**config.mk**
```make
export PLATFORM = sky130hd
export DESIGN_NAME = brconf_gate
export DESIGN_NICKNAME = d
export VERILOG_FILES = /design/src/rtl/bcg_pkg.sv /design/src/rtl/bcg_conf_table.sv /design/src/rtl/bcg_distance.sv /design/src/rtl/bcg_gate_ctr.sv /design/src/rtl/brconf_gate.sv
export SDC_FILE = /design/constraint.sdc
export NUM_CORES = 1
export LEC_CHECK = 0
export BUFFER_PORTS_ARGS = -buffer_cell sky130_fd_sc_hd__buf_2
export CORE_MARGIN = 8
export CORE_UTILIZATION = 44
export CTS_BUF_LIST = sky130_fd_sc_hd__clkbuf_4 sky130_fd_sc_hd__clkbuf_8
export DETAILED_ROUTE_END_ITERATION = 6
export GPL_ROUTABILITY_DRIVEN = 0
export PLACE_DENSITY = 0.7
export SLEW_MARGIN = 20
export SYNTH_ARGS = -nofsm -noshare
export SYNTH_HDL_FRONTEND = slang
export SYNTH_HIERARCHICAL = 1
export SYNTH_SLANG_ARGS = --single-unit
```
**constraint.sdc**
```tcl
create_clock -name clk -period 7 [get_ports clk]
set_input_delay 0.35 -clock clk [delete_from_list [all_inputs] [get_ports clk]]
set_output_delay 0.35 -clock clk [all_outputs]
set_load 0.1 [all_outputs]
```
**src/rtl/bcg_pkg.sv**
```systemverilog
package bcg_pkg;
    typedef enum logic {
        MODE_STREAK = 1'b0,
        MODE_SAT    = 1'b1
    } conf_mode_e;
endpackage

```
**src/rtl/bcg_conf_table.sv**
```systemverilog
module bcg_conf_table
    import bcg_pkg::*;
#(
    parameter int IDX_W = 6,
    parameter int CNT_W = 4
) (
    input  logic             clk,
    input  logic             rst_n,
    input  conf_mode_e       mode,
    input  logic [CNT_W-1:0] streak_n,
    input  logic [IDX_W-1:0] rd_idx,
    output logic             rd_high,
    input  logic             wr_vld,
    input  logic [IDX_W-1:0] wr_idx,
    input  logic             wr_ok,
    input  logic             wr_taken
);
    localparam int DEPTH = 1 << IDX_W;
    localparam logic [CNT_W-1:0] CMAX = {CNT_W{1'b1}};

    logic [CNT_W-1:0] tab_q [DEPTH];
    logic [CNT_W-1:0] tab_d [DEPTH];
    logic [CNT_W-1:0] rd_cnt;
    logic [CNT_W-1:0] wr_cnt;

    // read uses the registered value: same-cycle update is not bypassed
    always_comb begin
        rd_cnt = tab_q[rd_idx];
        if (mode == MODE_STREAK) begin
            rd_high = (rd_cnt >= streak_n);
        end else begin
            rd_high = (rd_cnt[CNT_W-1] == rd_cnt[CNT_W-2]);
        end
    end

    always_comb begin
        tab_d  = tab_q;
        wr_cnt = tab_q[wr_idx];
        if (wr_vld) begin
            if (mode == MODE_STREAK) begin
                if (!wr_ok) begin
                    tab_d[wr_idx] = '0;
                end else if (wr_cnt != CMAX) begin
                    tab_d[wr_idx] = wr_cnt + CNT_W'(1);
                end
            end else begin
                if (wr_taken && wr_cnt != CMAX) begin
                    tab_d[wr_idx] = wr_cnt + CNT_W'(1);
                end else if (!wr_taken && wr_cnt != '0) begin
                    tab_d[wr_idx] = wr_cnt - CNT_W'(1);
                end
            end
        end
    end

    always_ff @(posedge clk) begin
        if (!rst_n) begin
            for (int i = 0; i < DEPTH; i++) begin
                tab_q[i] <= '0;
            end
        end else begin
            tab_q <= tab_d;
        end
    end

    // a mispredict in streak mode wipes the streak
    a_r2_miss_clears: assert property (@(posedge clk) disable iff (!rst_n)
        (wr_vld && !wr_ok && mode == MODE_STREAK) |=> (tab_q[$past(wr_idx)] == '0));

    // taken outcome below the ceiling moves the entry up by one
    a_r7_sat_up: assert property (@(posedge clk) disable iff (!rst_n)
        (wr_vld && wr_taken && mode == MODE_SAT && tab_q[wr_idx] != CMAX)
        |=> (tab_q[$past(wr_idx)] == $past(tab_q[wr_idx]) + CNT_W'(1)));
endmodule

```
**src/rtl/bcg_distance.sv**
```systemverilog
module bcg_distance #(
    parameter int DIST_MAX = 4
) (
    input  logic clk,
    input  logic rst_n,
    input  logic fetch_vld,
    input  logic miss,
    output logic dist_ok
);
    localparam int DW = $clog2(DIST_MAX + 1);
    localparam logic [DW-1:0] DMAX = DW'(DIST_MAX);

    logic [DW-1:0] dist_d, dist_q;

    always_comb begin
        dist_d = dist_q;
        if (miss) begin
            dist_d = '0;
        end else if (fetch_vld && dist_q != DMAX) begin
            dist_d = dist_q + DW'(1);
        end
    end

    always_ff @(posedge clk) begin
        if (!rst_n) dist_q <= DMAX;
        else        dist_q <= dist_d;
    end

    assign dist_ok = (dist_q == DMAX);

    // counter is reset by a mispredict and never exceeds its ceiling
    a_r3_miss_resets: assert property (@(posedge clk) disable iff (!rst_n)
        miss |=> (dist_q == '0));
    a_r3_bounded: assert property (@(posedge clk) disable iff (!rst_n)
        dist_q <= DMAX);
endmodule

```
**src/rtl/bcg_gate_ctr.sv**
```systemverilog
module bcg_gate_ctr #(
    parameter int CNT_W = 4
) (
    input  logic             clk,
    input  logic             rst_n,
    input  logic             inc,
    input  logic             dec,
    input  logic             flush,
    input  logic [CNT_W-1:0] thresh,
    output logic             gate
);
    localparam logic [CNT_W-1:0] CMAX = {CNT_W{1'b1}};

    typedef struct packed {
        logic [CNT_W-1:0] cnt;
        logic             gate;
    } gate_st_t;

    gate_st_t st_d, st_q;
    logic [CNT_W:0] sum;

    always_comb begin
        sum = {1'b0, st_q.cnt} + {{CNT_W{1'b0}}, inc};
        if (dec && sum != '0) begin
            sum = sum - {{CNT_W{1'b0}}, 1'b1};
        end
        if (sum > {1'b0, CMAX}) begin
            sum = {1'b0, CMAX};
        end
        st_d.cnt  = flush ? '0 : sum[CNT_W-1:0];
        // compare on the registered count keeps the gate path short
        st_d.gate = !flush && (thresh != '0) && (st_q.cnt >= thresh);
    end

    always_ff @(posedge clk) begin
        if (!rst_n) st_q <= '0;
        else        st_q <= st_d;
    end

    assign gate = st_q.gate;

    // flush empties the count and drops the gate
    a_r5_flush_clears: assert property (@(posedge clk) disable iff (!rst_n)
        flush |=> (st_q.cnt == '0 && !st_q.gate));
    // no underflow when nothing is added at zero
    a_r4_no_underflow: assert property (@(posedge clk) disable iff (!rst_n)
        (st_q.cnt == '0 && !inc) |=> (st_q.cnt == '0));
    // gate only follows a count at or above a nonzero threshold
    a_r6_gate_cause: assert property (@(posedge clk) disable iff (!rst_n)
        $rose(st_q.gate) |-> ($past(thresh) != '0 && $past(st_q.cnt) >= $past(thresh)));
endmodule

```
**src/rtl/brconf_gate.sv**
```systemverilog
module brconf_gate
    import bcg_pkg::*;
#(
    parameter int IDX_W    = 6,
    parameter int CNT_W    = 4,
    parameter int DIST_MAX = 4
) (
    input  logic             clk,
    input  logic             rst_n,
    input  logic             cfg_mode,
    input  logic [CNT_W-1:0] cfg_streak_n,
    input  logic [CNT_W-1:0] cfg_thresh,
    input  logic             fetch_vld,
    input  logic [IDX_W-1:0] fetch_idx,
    input  logic             rslv_vld,
    input  logic [IDX_W-1:0] rslv_idx,
    input  logic             rslv_ok,
    input  logic             rslv_taken,
    input  logic             rslv_low,
    input  logic             flush,
    output logic             fetch_conf,
    output logic             fetch_gate
);
    conf_mode_e mode;
    logic       tbl_high;
    logic       dist_ok;
    logic       miss;
    logic       low_fetch;
    logic       low_rslv;

    assign mode      = conf_mode_e'(cfg_mode);
    assign miss      = rslv_vld && !rslv_ok;
    assign fetch_conf = fetch_vld && tbl_high && dist_ok;
    assign low_fetch = fetch_vld && !fetch_conf;
    assign low_rslv  = rslv_vld && rslv_low;

    bcg_conf_table #(.IDX_W(IDX_W), .CNT_W(CNT_W)) u_table (
        .clk      (clk),
        .rst_n    (rst_n),
        .mode     (mode),
        .streak_n (cfg_streak_n),
        .rd_idx   (fetch_idx),
        .rd_high  (tbl_high),
        .wr_vld   (rslv_vld),
        .wr_idx   (rslv_idx),
        .wr_ok    (rslv_ok),
        .wr_taken (rslv_taken)
    );

    bcg_distance #(.DIST_MAX(DIST_MAX)) u_dist (
        .clk       (clk),
        .rst_n     (rst_n),
        .fetch_vld (fetch_vld),
        .miss      (miss),
        .dist_ok   (dist_ok)
    );

    bcg_gate_ctr #(.CNT_W(CNT_W)) u_gate (
        .clk    (clk),
        .rst_n  (rst_n),
        .inc    (low_fetch),
        .dec    (low_rslv),
        .flush  (flush),
        .thresh (cfg_thresh),
        .gate   (fetch_gate)
    );

    // a branch fetched right after a mispredict is never high
    a_r3_post_miss_low: assert property (@(posedge clk) disable iff (!rst_n)
        miss |=> !fetch_conf);
endmodule

```
==> results.toml, run 1 <==
[logic_synthesis]
ys_seq_elements = 264
synth_mux_area_share_pct = 25.23
yosysTopAreaCellShare_pct = 34.38
async_reset_ff_share_pct = 0
synth-simple-area-share_pct = 13.99
synth-xor-area-share_pct = 0.6755
avgSynthCellArea_sq_um = 9.496
seq_area_frac_synth_pct = 34.38
synth_top_family_by_area = "multiplexers"
synth_cell_types = 78
netlist_area_sq_um = 15370
synth_edf_count = 0
synth_top_area_cell = "dfxtp_1"
synth-adder-area-share_pct = 1.221
synth_fp_nets = 1663
synth_compound_area_share_pct = 19.19
syn_inst = 1619
synth-main-ff-cell = "dfxtp_1"
synth_area_leaders = "dfxtp_1 34%, mux4_2 15%, mux2i_1 8.1%"
yosys_warnings = 6

[global_route]
grt_max_degree = 122
grt_overflow = 0
antenna_found_initial = 0
grt_use_total_pct = 24.11
grt_pass1_vias = 13159
grt_pass1_wl_mm = 78.38

[sta]
skew_ns = 0.01543
rsz0062_at_grt = "no"
relSlewSlack_pct = 15.24
tightest_slew_ns = 1.269
finalMaxSlewViolations = 0
setup_viol = 0
finalCritPeriodShare_pct = 73.23
hold_viol_final = 0
period_needed_ns = 5.126
max_freq_mhz = 195.1
setup_tns_ns = 0
fin_ws_ns = 1.874

[floorplanning]
core_area_sq_um = 34460
num_io_pins = 31
fp.dieH_um = 202.9
start_util_pct = 44.62
dieWidth_um = 202.9
rows = 68
die_area_sq_um = 41180

[critical_path]
r2r-end = "u_gate/st_q[2]"
rrSetupSlack_ns = 2.37
timing.critical_path.cells = "buf_4 -> nor2b_1 -> a221oi_1 -> o22ai_1 -> a22oi_1 -> and4_1 -> inv_1 -> ha_1 -> inv_1 -> a211o_4 -> a21boi_4 -> buf_4 -> o21a_2 -> nand3_1 -> o22ai_1"
start_kind = "input port"
cpLargestDelayFamily = "compound AO/OA/AOI/OAI gates"
crit_path_end_kind = "flop"
crit_buf_inv = 4
crit_type = "input port to flop"
ff2ff_path_depth = 19
worstPathArrival_ns = 5.59
path_max_fanout = 77
reg2reg_from = "u_table/tab_q[192]"
slowest_stage = "nor2b_1"
slowest_delay_ns = 1.08
required_ns = 7.47

[route]
drt-initial-drc-count = 2112
wl_per_cell_um = 24.67
wl_mm = 50.90
via_per_inst = 6.676
dr.pass1.iters = 7
detail-route-antenna-nets = 0
num_vias = 13773
drc_errors = 1

[clock_network]
clk_latency_ns = 0.56
cts.clk_slew.worst_paths_ns = 0.06
cts_hold_buf = 0
post-cts-setup-buffers = 0
cts.path.max_buffers = 3
root_buffer = "clkbuf_8"
cts_made_buffers = 45
cts.repair.resized = 0
h-tree-depth = 2
cts_sinks = 264
tritoncts = "yes"

[worst_hold_path]
hold_class = "input port to flop"
hold_end = "u_gate/gate"
hold_start = "cfg_thresh[2]"
min_path_cells = 3

[cells_and_area]
diodes = 0
nets = 1630
area_delta_synth_final_pct = 7.358
fill_cells = 3177
drive_gt1_share_pct = 19.59
fin_cells = 2063

[power]
p_clk_share_pct = 41.7
p_per_area_nw_per_um2 = 200.0
p_leak_nw = 5.520
vdd_drop_max_mv = 0.1188
switchingPower_w = 0.0009233
p_comb_share_pct = 12.3
swShare_pct = 27.97
internal_power_w = 0.002378
seq_power_share_pct = 46.0

[place]
io_buffers = 30
pre_cts_ws_ns = 1.366
dpl.hpwl_mm = 34.09
placed_cells = 1994

[run_status]
outcome = "complete, but fails checks"
violations = "DRC"

[job]
cap_violations = 0
flip-flops by register name, summed over array words and instances, names as in the netlist:
name,flops
u_table/tab_q,256
u_dist/dist_q,3
u_gate/st_q,4
u_gate/gate,1
worst register-to-register path: cells and delay by family (launching register included):
family | cells | cell delay, ns
AND/OR/NAND/NOR | 3 | 0.44
buffers and inverters | 2 | 0.15
multiplexers | 4 | 1.83
adder cells (fa/ha/maj) | 4 | 0.79
flip-flops | 1 | 0.33
AO/OA/AOI/OAI | 6 | 1.02
per-stage QoR:
stage	util (%)	total power, W	cell area (sq um)	hold slack [ns]
CTS	47.89	0.003302	16500	0.1356
global route	47.90	0.003414	16500	0.1471
detailed placement	45.40	0.001944	15640	0.4668
floorplan	-	0.001835	15370	0.4401
global placement	45.40	0.001936	15640	0.4593
finish	47.90	0.003301	16500	0.1331
per-layer routing:
layer / vias up / global-route usage (%) / wire (um) / part of all wire (%)
li1: 5967 / - / - / -
met1: 6623 / 31.61 / 19460 / 38
met2: 977 / 35.25 / 21640 / 43
met3: 206 / 7.906 / 7168 / 14
met5: - / 0.6150 / 0 / 0
met4: 0 / 11.71 / 2626 / 5.2
cell usage after synthesis, drive strengths merged (7+ instances only):
master,count
nand3,12
o22ai,74
inv,20
o2bb2ai,44
a22oi,13
xnor2,9
a221oi,35
clkbuf,72
mux2,24
and3,7
mux4,104
a21oi,141
nand2,268
mux2i,125
ha,15
nor2,100
nor2b,9
buf,70
dfxtp,264
nor3,31
o21ai,107
cell families (layout without fill, tap and decap cells):
| kind of cell | count (synthesis) | after routing |
|---|---|---|
| AND/OR/NAND/NOR | 457 | 457 |
| AO/OA/AOI/OAI | 456 | 456 |
| flip-flops | 264 | 264 |
| multiplexers | 253 | 253 |
| buffers and inverters | 163 | 152 |
| adder cells (fa/ha/maj) | 15 | 15 |
| XOR/XNOR | 11 | 11 |
cell type report:
cell class / count / area (sq um) / share of cell area (%)
timing repair buffer: 62 / 416.7 / 2.524
clock inverter: 3 / 20.02 / 0.1213
inverter: 21 / 78.83 / 0.4776
tap: 455 / 569.3 / 3.449
multi-input combinational: 1192 / 9295 / 56.32
clock buffer: 66 / 839.6 / 5.087
sequential: 264 / 5285 / 32.02
power groups by stage:
stage                     Clock [W]  Sequential, W  Combinational, W
after detailed placement          0        0.00155          0.000392
after floorplan                   0        0.00155          0.000286
final                       0.00138        0.00152          0.000406
after global routing        0.00147        0.00152          0.000426
after CTS                   0.00139        0.00152          0.000393
after global placement            0        0.00155          0.000385
placed cells by master, fill, tap and decap left out, drive strengths merged, types with 6 or more instances in the layout:
cell,Yosys,final
nand2,268,268
dfxtp,264,264
a21oi,141,141
mux2i,125,125
o21ai,107,107
mux4,104,104
nor2,100,100
o22ai,74,74
clkbuf,72,66
buf,70,62
o2bb2ai,44,44
a221oi,35,35
nor3,31,31
mux2,24,24
inv,20,20
ha,15,15
a22oi,13,13
nand3,12,12
nor2b,9,9
xnor2,9,9
and3,7,7
o221ai,6,6
and2,6,6
a211oi,6,6
worst max path at each step:
| stage | startpoint | cells after the start | to | slack, ns |
|---|---|---|---|---|
| 2_1_floorplan | fetch_idx[0] | 22 | u_gate/st_q[2] | 1.47 |
| 3_3_place_gp | fetch_idx[0] | 21 | u_gate/st_q[2] | 1.55 |
| 3_5_place_dp | fetch_idx[0] | 21 | u_gate/st_q[2] | 1.37 |
| 4_1_cts | fetch_idx[0] | 21 | u_gate/st_q[2] | 1.94 |
| 5_1_grt | fetch_idx[0] | 21 | u_gate/st_q[2] | 1.66 |
| 6_report | rslv_idx[2] | 15 | u_table/tab_q[115] | 1.87 |
Power figures use the tool's default switching activity.
==> inputs of run 2 (changes only) <==
Clock period 7 ns to 5.08 ns, I/O delays scaled along.
==> run 2 against run 1 <==
  * Register-to-register slack lost 1.9 ns
  * Clock skew grew 0.031 ns
  * Core utilization grew 0.98 points
  * Highest routed layer is now met5
  * The run now ends clean
  * Non-clock buffer count grew 18
  * Die area is the same
  * Final cell count grew 1.4%
  * Power grew 42%
  * Sequential share of layout area shrank 0.64 points
==> results.toml, run 2 (same netlist as run 1, synthesis figures left out) <==
[floorplanning]
dieWidth_um = 202.9
core_area_sq_um = 34460
start_util_pct = 44.62
fp.dieH_um = 202.9
die_area_sq_um = 41180
rows = 68
num_io_pins = 31

[clock_network]
tritoncts = "yes"
cts.path.max_buffers = 3
clk_latency_ns = 0.60
cts_made_buffers = 46
cts.clk_slew.worst_paths_ns = 0.07
post-cts-setup-buffers = 0
root_buffer = "clkbuf_8"
cts_hold_buf = 0
cts.repair.resized = 0
cts_sinks = 264
h-tree-depth = 2

[route]
via_per_inst = 6.663
wl_mm = 51.30
drc_errors = 0
dr.pass1.iters = 6
wl_per_cell_um = 24.54
drt-initial-drc-count = 1854
detail-route-antenna-nets = 0
num_vias = 13933

[critical_path]
worstPathArrival_ns = 5.12
start_kind = "flop"
slowest_delay_ns = 0.52
required_ns = 5.57
crit_top_cell = "ha_1"
path_max_fanout = 4
cpLargestDelayFamily = "multiplexers"
crit_type = "flop to flop"
crit_buf_inv = 1
timing.critical_path.cells = "mux4_2 -> mux4_2 -> mux4_2 -> ha_1 -> a21oi_1 -> nor2b_1 -> o21ai_0 -> a22oi_1 -> a21boi_2 -> ha_1 -> ha_1 -> inv_1 -> ha_1 -> and2b_2 -> a21boi_2 -> mux2_4 -> o21ai_2"
slowest_stage = "mux4_2"
crit_path_end_kind = "flop"

[sta]
relSlewSlack_pct = 30.61
hold_viol_final = 0
finalMaxSlewViolations = 0
finalCritPeriodShare_pct = 91.13
period_needed_ns = 4.629
fin_ws_ns = 0.4505
rsz0062_at_grt = "no"
skew_ns = 0.04596
tightest_slew_ns = 1.035
max_freq_mhz = 216.0
setup_tns_ns = 0
setup_viol = 0

[job]
cap_violations = 0

[global_route]
grt_use_total_pct = 24.05
grt_overflow = 0
grt_pass1_vias = 13320
grt_pass1_wl_mm = 79.01
grt_max_degree = 104
antenna_found_initial = 2

[cells_and_area]
regMostFlops = "u_table/tab_q"
fill_cells = 3173
fin_cells = 2091
top_regs = "u_table/tab_q: 256 flops, u_gate/st_q: 4 flops, u_dist/dist_q: 3 flops"
area_delta_synth_final_pct = 9.563
diodes = 0
drive_gt1_share_pct = 21.15
nets = 1649
final_cell_mix = "267 x nand2_1, 264 x dfxtp_1, 141 x a21oi_1, 125 x mux2i_1, 104 x mux4_2"
layout_commonest_cell = "nand2_1"
final_util_pct = 48.88
largest_register_ffs = 256

[place]
pre_cts_ws_ns = 0.09721
io_buffers = 30
dpl.hpwl_mm = 35.06
placed_cells = 2012

[worst_hold_path]
hold_class = "input port to flop"

[power]
p_leak_nw = 5.707
p_per_area_nw_per_um2 = 279.0
p_total_w = 0.004699
vdd_drop_max_mv = 0.1966

[run_status]
outcome = "complete, no violations"
==> run 2: final cells by class <==
type,count,area [sq um],area share [%]
Multi-Input combinational cell,1192,9308,55.26
Sequential cell,264,5285,31.38
Clock inverter,8,48.80,0.2897
Tap cell,455,569.3,3.380
Inverter,21,78.83,0.4680
Clock buffer,71,902.1,5.356
Timing Repair Buffer,80,651.9,3.870
==> run 2: worst paths after layout <==
check | startpoint | end | slack, ns | cells after the start
max | u_table/tab_q[209] | u_gate/st_q[2] | 0.45 | 17
min | cfg_thresh[2] | u_gate/gate | 0.04 | 3
max reg2reg | u_table/tab_q[209] | u_gate/st_q[2] | 0.45 | 17
min reg2reg | u_table/tab_q[122] | u_table/tab_q[122] | 0.47 | 2
==> run 2: worst reg2reg max path, delay by kind of cell (launching register included) <==
kind	cells	cell delay (ns)
AOI/OAI and AO/OA	6	0.93
adders and majority gates	4	1.04
buffers and inverters	1	0.06
DFF	1	0.36
muxes	4	1.81
and+or+nand+nor	2	0.32
==> run 2: through the flow <==
stage          instance area, sq um  hold slack (ns)
2_1_floorplan                 15380           0.3453
3_3_place_gp                  15890           0.4599
3_5_place_dp                  15890           0.4643
4_1_cts                       16840          0.03512
5_1_grt                       16840          0.06463
6_report                      16840          0.03958
==> run 2: per-layer routing <==
metal  wire length (um)  vias to the layer above  GRT usage (%)
met4               2438                        4          10.83
met5                 24                        -              0
met2              21900                      990          36.10
met3               6762                      209          6.838
met1              20170                     6711          31.77
li1                   -                     6019              -
==> run 2: report_power, final <==
group          internal, W  switching (W)
combinational     0.000173       0.000402
clock              0.00113       0.000903
sequential         0.00208      0.0000123
total              0.00338        0.00132
